[src/rtl/wdog_prescale.sv]
module wdog_prescale #(
  parameter int BASE_TICKS = 18
) (
  input  logic       clk,
  input  logic       rst_n,
  input  logic       wdt_tick,
  input  logic       t0_pin,
  input  logic       icyc_en,
  input  logic       cfg_wdt_en,
  input  logic       opt_we,
  input  logic [7:0] opt_wdata,
  input  logic       clr_wdt,
  input  logic       sleep_cmd,
  output logic       wdt_rst,
  output logic       wake_rst,
  output logic       to_flag,
  output logic       t0_inc,
  output logic [7:0] opt_q
);
  localparam int CW = $clog2(BASE_TICKS + 1);
  localparam logic [CW-1:0] LAST = CW'(BASE_TICKS - 1);

  logic [CW-1:0] wcnt;
  logic [7:0]    psc;
  logic          pin_q, asleep;

  wire       psa  = opt_q[3];
  wire       t0cs = opt_q[5];
  wire       t0se = opt_q[4];
  wire [2:0] ps   = opt_q[2:0];

  wire wclr    = clr_wdt | sleep_cmd;
  wire wstep   = cfg_wdt_en & wdt_tick & ~wclr;
  wire base_ov = wstep & (wcnt == LAST);

  wire pin_edge = t0se ? (pin_q & ~t0_pin) : (t0_pin & ~pin_q);
  wire t0_ev    = t0cs ? pin_edge : icyc_en;
  wire ev       = psa ? base_ov : t0_ev;

  wire [3:0] k    = psa ? {1'b0, ps} : {1'b0, ps} + 4'd1;
  wire [7:0] mask = 8'hFF >> (4'd8 - k);
  wire       fire = ev & ((psc & mask) == mask);

  wire timeout = psa ? fire : base_ov;
  wire psa_chg = opt_we & (opt_wdata[3] != psa);

  always_ff @(posedge clk or negedge rst_n) begin
    if (!rst_n) begin
      opt_q    <= 8'hFF;
      wcnt     <= '0;
      psc      <= '0;
      pin_q    <= 1'b0;
      asleep   <= 1'b0;
      wdt_rst  <= 1'b0;
      wake_rst <= 1'b0;
      to_flag  <= 1'b0;
      t0_inc   <= 1'b0;
    end else begin
      pin_q <= t0_pin;
      if (opt_we) opt_q <= opt_wdata;

      if (wclr)       wcnt <= '0;
      else if (wstep) wcnt <= base_ov ? '0 : wcnt + 1'b1;

      if (psa_chg || (wclr && psa)) psc <= '0;
      else if (ev)                  psc <= psc + 8'd1;

      wdt_rst  <= timeout & ~asleep;
      wake_rst <= timeout & asleep;
      t0_inc   <= fire & ~psa;

      if (sleep_cmd)              asleep <= 1'b1;
      else if (timeout && asleep) asleep <= 1'b0;

      if (timeout)   to_flag <= 1'b1;
      else if (wclr) to_flag <= 1'b0;
    end
  end

  assert_cnt_range_R2: assert property (@(posedge clk) disable iff (!rst_n)
    wcnt < CW'(BASE_TICKS));
  assert_clr_quiet_R4: assert property (@(posedge clk) disable iff (!rst_n)
    clr_wdt |=> !(wdt_rst || wake_rst));
  assert_sleep_no_rst_R5: assert property (@(posedge clk) disable iff (!rst_n)
    asleep |-> !wdt_rst);
  assert_excl_R5: assert property (@(posedge clk) disable iff (!rst_n)
    !(wdt_rst && wake_rst));
  assert_disabled_R6: assert property (@(posedge clk) disable iff (!rst_n)
    !cfg_wdt_en |=> !(wdt_rst || wake_rst));
  assert_flag_src_R7: assert property (@(posedge clk) disable iff (!rst_n)
    $rose(to_flag) |-> (wdt_rst || wake_rst));
  assert_t0_owner_R10: assert property (@(posedge clk) disable iff (!rst_n)
    psa |=> !t0_inc);
endmodule

[config.mk]
export PLATFORM = sky130hd
export DESIGN_NAME = wdog_prescale
export DESIGN_NICKNAME = d
export VERILOG_FILES = /design/src/rtl/wdog_prescale.sv
export SDC_FILE = /design/constraint.sdc
export NUM_CORES = 1
export LEC_CHECK = 0
export ABC_AREA = 0
export BUFFER_PORTS_ARGS = -buffer_cell sky130_fd_sc_hd__clkbuf_2
export CORE_MARGIN = 2
export CORE_UTILIZATION = 55
export CTS_BUF_LIST = sky130_fd_sc_hd__clkbuf_8
export CTS_CLUSTER_SIZE = 28
export DETAILED_ROUTE_END_ITERATION = 10
export HOLD_SLACK_MARGIN = 0.08
export PLACE_DENSITY = 0.8
export SLEW_MARGIN = 5
export SYNTH_ARGS = -nofsm -noshare
export SYNTH_HDL_FRONTEND = slang
export SYNTH_SLANG_ARGS = --single-unit
[constraint.sdc]
create_clock -name clk -period 2.48 [get_ports clk]
set_input_delay 0.124 -clock clk [delete_from_list [all_inputs] [get_ports clk]]
set_output_delay 0.124 -clock clk [all_outputs]
set_load 0.01 [all_outputs]
==> results.sh, run 1 <==
export IMPL_status="complete, no violations"
export IMPL_seq_area_frac_synth_pct=43.46
export IMPL_synth_top_area_share_pct=30.13
export IMPL_r2r_cells=7
export IMPL_rrSetupSlack_ns=0.19
export IMPL_synth_cell_types=45
export IMPL_holdCritStartpoint="opt_wdata[0]"
export IMPL_setup_violations_final=0
export IMPL_io_pins=29
export IMPL_track_usage_pct=22.66
export IMPL_grt_pass1_vias=1331
export IMPL_netlist_area_mm2=0.001578
export IMPL_die_area_mm2=0.003313
export IMPL_yosys_top_cells_count="dfrtp_1 (19), nand3_1 (11), a21oi_1 (9), nand2_1 (9)"
export IMPL_numPortBuffers=28
export IMPL_layout_nets=215
export IMPL_cts_root_buf="clkbuf_8"
export IMPL_power_leakage_nw=0.8374
export IMPL_syn_instance_count=153
export IMPL_ys_async_sr_fraction_pct=100.0
export IMPL_max_slew_margin_pct=55.03
export IMPL_fmax_ghz=0.4367
export IMPL_hold_path_cell_count=2
export IMPL_die_w_um=57.56
export IMPL_yosys_most_used_dff="dfrtp_1"
export IMPL_antenna_found_initial=0
export IMPL_critPathMaxFanout=7
export IMPL_gp_congestion=0.8383
export IMPL_antenna_left=0
export IMPL_finClkSkew_ns=0.002268
export IMPL_drtIter0Drc=31
export IMPL_fin_ws_ns=0.1902
export IMPL_core_area_mm2=0.002734
export IMPL_first_pass_iters=5
export IMPL_initial_core_util_pct=57.71
export IMPL_clock_sinks=27
export IMPL_tightest_slew_ns=0.6745
export IMPL_routed_via_density=6.023
export IMPL_drt_total_wl_um=3411
export IMPL_synth_mux_area_fraction_pct=10.07
export IMPL_post_place_ws_ns=0.2057
export IMPL_grt_util_met3_pct=2.721
export IMPL_slew_violations=0
export IMPL_drc=0
export IMPL_hold_violations=0
export IMPL_synth_avg_cell_area_um2=10.31
export IMPL_met2_usage_pct=38.96
export IMPL_ys_warn_count=0
export IMPL_synth_net_count=176
export IMPL_worstSkewPairLatency_ns=0.28
export IMPL_placed_cells=208
export IMPL_required_ns=2.65
export IMPL_layout_drive_gt1_share_pct=28.80
export IMPL_power_density_mw_per_mm2=516.4
export IMPL_antenna_cells=0
export IMPL_die_h_um=57.56
export IMPL_synth_edf_count=0
export IMPL_yosys_area_share_simple_pct=20.54
export IMPL_synth_compound_area_share_pct=15.07
export IMPL_vias=1337
export IMPL_cts_made_buffers=3
export IMPL_ir_worst_vdd_v=0.0003513
export IMPL_overflow=0
export IMPL_grt_max_degree=28
export IMPL_period_share_pct=92.33
export IMPL_hold_end="opt_q[0]$_DFFE_PN1P_"
export IMPL_row_count=19
export IMPL_end_kind="flop"
export IMPL_r2r_end="asleep$_DFFE_PN0P_"
export IMPL_finalCriticalPeriod_ns=2.290
export IMPL_wl_per_cell_um=15.36
export IMPL_synth_top_family_by_area="simple AND/OR/NAND/NOR gates"
export IMPL_cts_resized=0
export IMPL_synth_area_leader_cell="dfrtp_1"
export IMPL_tns_ns=0
export IMPL_fin_cells=222
export IMPL_ys_ff_latch=27
export IMPL_startpoint_type="flop"
export IMPL_path_class="flop to flop"
export IMPL_synth_xor_area_share_pct=2.220
export IMPL_cts_buffer_depth=2
export IMPL_synth_most_common_cell="dfrtp_1"
export IMPL_r2r_start="opt_q[0]$_DFFE_PN1P_"
export IMPL_dpl_hpwl_um=2481
export IMPL_synthAdderAreaFrac_pct=4.758
export IMPL_grt_pass1_wl_um=5844
export IMPL_busiest_layer="met2"
export IMPL_cts_htree_levels=1
export IMPL_cts_tree="yes"
export IMPL_rsz0062_at_grt="no"
export IMPL_syn2layout_area_growth_pct=18.64
export IMPL_yosys_top_cells_area="dfrtp_1 (30%), dfstp_2 (13%), mux2i_1 (5.1%), mux2_2 (5.0%), ha_1 (4.8%)"
export IMPL_use_met1_pct=29.26
export IMPL_hp_class="input pin to flop"
export IMPL_worstPathArrival_ns=2.46
export IMPL_path_clk_slew_ns=0.09
export IMPL_cap_violations=0
sequential cells by signal, indices dropped and copies added (netlist names):
signal,flops
t0_inc,1
wdt_rst,1
opt_q,8
psc,8
asleep,1
pin_q,1
wcnt,5
wake_rst,1
to_flag,1
how the worst max path moves through the flow:
stage,slack (ns),cells past startpoint,endpoint,from
after floorplan,0.35,7,asleep$_DFFE_PN0P_,opt_q[0]$_DFFE_PN1P_
after global placement,0.32,7,asleep$_DFFE_PN0P_,opt_q[0]$_DFFE_PN1P_
after detailed placement,0.21,7,asleep$_DFFE_PN0P_,opt_q[0]$_DFFE_PN1P_
after CTS,0.20,7,asleep$_DFFE_PN0P_,opt_q[0]$_DFFE_PN1P_
after global routing,0.09,7,to_flag$_DFFE_PN0P_,opt_q[0]$_DFFE_PN1P_
final,0.19,7,asleep$_DFFE_PN0P_,opt_q[0]$_DFFE_PN1P_
worst max-delay path, cell delays in order, from the launching register on:
cell and delay, ns:
dfstp_2 0.61, ha_1 0.29, mux2i_1 0.21, ha_1 0.28, inv_1 0.06, o22ai_1 0.07, o32a_1 0.40, a41o_1 0.25
per-stage QoR:
| stage | area (µm²) | utilization (%) | total power (W) | hold WS [ns] |
|---|---|---|---|---|
| 3_5_place_dp | 1725 | 63.11 | 0.0007057 | 0.1920 |
| 3_3_place_gp | 1725 | 63.11 | 0.0006905 | 0.1770 |
| 2_1_floorplan | 1578 | - | 0.0006434 | -0.1716 |
| 6_report | 1872 | 68.47 | 0.0009666 | 0.08228 |
| 5_1_grt | 1872 | 68.47 | 0.001018 | 0.08527 |
| 4_1_cts | 1862 | 68.10 | 0.0009682 | 0.08256 |
cell usage in the layout (no fill, tap or decap), types with 6 or more instances in the layout:
cell type       n
a21oi_1         9
clkbuf_2       28
dfrtp_1        19
dfstp_2         8
dlygate4sd3_1  10
ha_1            6
inv_1           8
mux2_2          7
mux2i_1         8
nand2_1         9
nand3_1        11
nand3b_1        7
o21ai_0         8
logic make-up after synthesis:
kind of cell	after synthesis
muxes	15
xor gates and xnor gates	4
DFF	27
and+or+nand+nor	54
AOI/OAI and AO/OA	35
buffers and inverters	12
adders and majority gates	6
report_power, final:
group | total, W | internal [W] | leakage (nW) | switching [W]
Combinational | 0.000209 | 0.0000975 | 0.472 | 0.000111
Clock | 0.000256 | 0.000113 | 0.0255 | 0.000143
Sequential | 0.000502 | 0.000472 | 0.340 | 0.0000301
layout make-up:
class / count / area [µm²]
sequential: 27 / 685.7
timing repair buffer: 38 / 240.2
fill: 219 / 862.1
clock inverter: 1 / 5.005
inverter: 8 / 30.03
tap: 31 / 38.79
clock buffer: 3 / 41.29
multi-input combinational: 114 / 830.8
timing repair:
| action | in CTS | in global routing |
|---|---|---|
| buffers inserted | 0 | 0 |
| hold buffers | 9 | 1 |
| hold endpoints to repair | 26 | 1 |
routing by layer:
| metal | vias up | part of all wire [%] |
|---|---|---|
| li1 | 647 | - |
| met1 | 649 | 46 |
| met2 | 36 | 49 |
| met3 | 5 | 3.6 |
| met4 | 0 | 1.2 |
| met5 | - | 0 |
Power figures use the tool's default switching activity.
==> run 2: changes to the inputs <==
--- a/config.mk
+++ b/config.mk
@@ -9,4 +9,7 @@
 export BUFFER_PORTS_ARGS = -buffer_cell sky130_fd_sc_hd__clkbuf_2
+export CAP_MARGIN = 0
+export CELL_PAD_IN_SITES_DETAIL_PLACEMENT = 1
+export CELL_PAD_IN_SITES_GLOBAL_PLACEMENT = 1
 export CORE_MARGIN = 2
-export CORE_UTILIZATION = 55
+export CORE_UTILIZATION = 44
 export CTS_BUF_LIST = sky130_fd_sc_hd__clkbuf_8
@@ -15,3 +18,3 @@
 export HOLD_SLACK_MARGIN = 0.08
-export PLACE_DENSITY = 0.8
+export PLACE_DENSITY = 0.82
 export SLEW_MARGIN = 5
--- a/constraint.sdc
+++ b/constraint.sdc
@@ -3,2 +3,2 @@
 set_output_delay 0.124 -clock clk [all_outputs]
-set_load 0.01 [all_outputs]
+set_load 0.02 [all_outputs]
==> results.sh, run 2 (synthesis gave the netlist of run 1 again) <==
export IMPL_max_stage_delay_ns=0.60
export IMPL_drt_total_wl_um=4010
export IMPL_tns_ns=0
export IMPL_antenna_cells=0
export IMPL_die_w_um=63.88
export IMPL_critPathMaxFanout=7
export IMPL_startpoint_type="flop"
export IMPL_gp_congestion=0.8538
export IMPL_grt_pass1_vias=1461
export IMPL_hold_ws_ns=0.07623
export IMPL_overflow=0
export IMPL_p_clk_share_pct=27.1
export IMPL_finClkSkew_ns=0.004392
export IMPL_power_density_mw_per_mm2=522.7
export IMPL_slew_violations=0
export IMPL_reg_top3="opt_q x8, psc x8, wcnt x5"
export IMPL_syn2layout_area_growth_pct=20.70
export IMPL_vias=1338
export IMPL_clock_sinks=27
export IMPL_fin_util_pct=56.18
export IMPL_netSwitchingFraction_pct=30.75
export IMPL_first_pass_iters=4
export IMPL_p_sw_w=0.0003061
export IMPL_final_area_mm2=0.001904
export IMPL_period_share_pct=92.37
export IMPL_grt_max_degree=28
export IMPL_finalCriticalPeriod_ns=2.291
export IMPL_wl_per_cell_um=16.85
export IMPL_setup_violations_final=0
export IMPL_tightest_slew_ns=0.6430
export IMPL_initial_core_util_pct=46.55
export IMPL_die_area_mm2=0.004081
export IMPL_multi_input_area_um2=830.8
export IMPL_end_kind="flop"
export IMPL_required_ns=2.66
export IMPL_pwr_share_comb_pct=22.5
export IMPL_place_area_mm2=0.001744
export IMPL_hold_violations=0
export IMPL_p_int_w=0.0006892
export IMPL_cts_htree_levels=1
export IMPL_layout_drive_gt1_share_pct=28.65
export IMPL_register_area_um2=685.7
export IMPL_worstPathArrival_ns=2.47
export IMPL_drtIter0Drc=35
export IMPL_path_common_cell="ha_1"
export IMPL_path_clk_slew_ns=0.10
export IMPL_core_area_mm2=0.003390
export IMPL_layout_nets=216
export IMPL_max_slew_margin_pct=57.13
export IMPL_status="complete, no violations"
export IMPL_antenna_left=0
export IMPL_power_leakage_nw=0.8422
export IMPL_antenna_found_initial=0
export IMPL_fillCellCount=387
export IMPL_io_pins=29
export IMPL_ir_worst_vdd_v=0.0002384
export IMPL_cap_violations=0
export IMPL_dpl_hpwl_um=2814
export IMPL_track_usage_pct=22.27
export IMPL_drc=0
export IMPL_cts_root_buf="clkbuf_8"
export IMPL_critPathBufInv=1
export IMPL_fmax_ghz=0.4365
export IMPL_path_class="flop to flop"
export IMPL_cpLargestDelayFamily="compound AO/OA/AOI/OAI gates"
export IMPL_rsz0062_at_grt="no"
export IMPL_die_h_um=63.88
export IMPL_row_count=21
export IMPL_p_seq_share_pct=50.4
export IMPL_routed_via_density=5.622
export IMPL_path_cells="ha_1, mux2i_1, ha_1, inv_1, o22ai_1, o32a_1, a41o_1"
export IMPL_crit_slowest_cell="dfstp_2"
export IMPL_mostFrequentLayoutCells="clkbuf_2 (28), dfrtp_1 (19), nand3_1 (11), dlygate4sd3_1 (11)"
export IMPL_worstSkewPairLatency_ns=0.28
export IMPL_hp_class="input pin to flop"
export IMPL_layout_commonest_cell="clkbuf_2"
export IMPL_cts_tree="yes"
export IMPL_numPortBuffers=28
export IMPL_cts_buffer_depth=2
export IMPL_grt_pass1_wl_um=7010
export IMPL_cts_made_buffers=3
run 2: cell types whose count changed in the layout (fill, tap and decap cells not counted), sizes merged:
cell / change
clkinv: -1
inv: +1
dlygate4sd3: +1
run 2: power groups by stage:
stage | Sequential (W) | Clock (W) | Combinational [W]
after CTS | 0.000502 | 0.000275 | 0.000224
after global placement | 0.000506 | 0 | 0.000199
after floorplan | 0.000518 | 0 | 0.000137
final | 0.000501 | 0.000270 | 0.000224
after global routing | 0.000507 | 0.000302 | 0.000251
after detailed placement | 0.000510 | 0 | 0.000210
run 2: per-stage QoR:
step	std cells	total power, W	worst slack [ns]
2_1_floorplan	153	0.0006549	0.3091
3_3_place_gp	223	0.0007054	0.3078
3_5_place_dp	223	0.0007203	0.2184
4_1_cts	238	0.001001	0.1971
5_1_grt	238	0.001060	0.07166
6_report	238	0.0009953	0.1892
run 2: final timing paths:
kind / from / endpoint / slack (ns) / cells after the start
setup / recovery: opt_q[0]$_DFFE_PN1P_ / asleep$_DFFE_PN0P_ / 0.19 / 7
hold / removal: opt_wdata[4] / opt_q[4]$_DFFE_PN1P_ / 0.08 / 2
setup reg to reg: opt_q[0]$_DFFE_PN1P_ / asleep$_DFFE_PN0P_ / 0.19 / 7
hold reg to reg: asleep$_DFFE_PN0P_ / wdt_rst$_DFF_PN0_ / 0.51 / 1
max in group asynchronous: rst_n / psc[1]$_DFFE_PN0P_ / 1.67 / 2
min in group asynchronous: rst_n / wcnt[4]$_DFFE_PN0P_ / 0.38 / 2
run 2: routing by layer:
| layer | vias up | part of all wire (%) | track usage [%] |
|---|---|---|---|
| met4 | 0 | 2.2 | 8.152 |
| li1 | 640 | - | - |
| met1 | 653 | 43 | 26.54 |
| met5 | - | 0 | 0 |
| met3 | 9 | 3.1 | 3.345 |
| met2 | 36 | 52 | 40.23 |
run 2: cell type report:
class	count	share of cell area, %
inverter	8	1.577
clock inverter	1	0.4599
tap	46	3.022
sequential	27	36.01
timing repair buffer	39	13.14
clock buffer	3	2.168
multi-input combinational	114	43.63
run 2: what timing repair did:
action | 4_1_cts | 5_1_grt
setup buffers | 0 | 0
endpoints found under the hold margin | 28 | 0
gates resized for setup | 0 | 0
hold buffers | 11 | 0
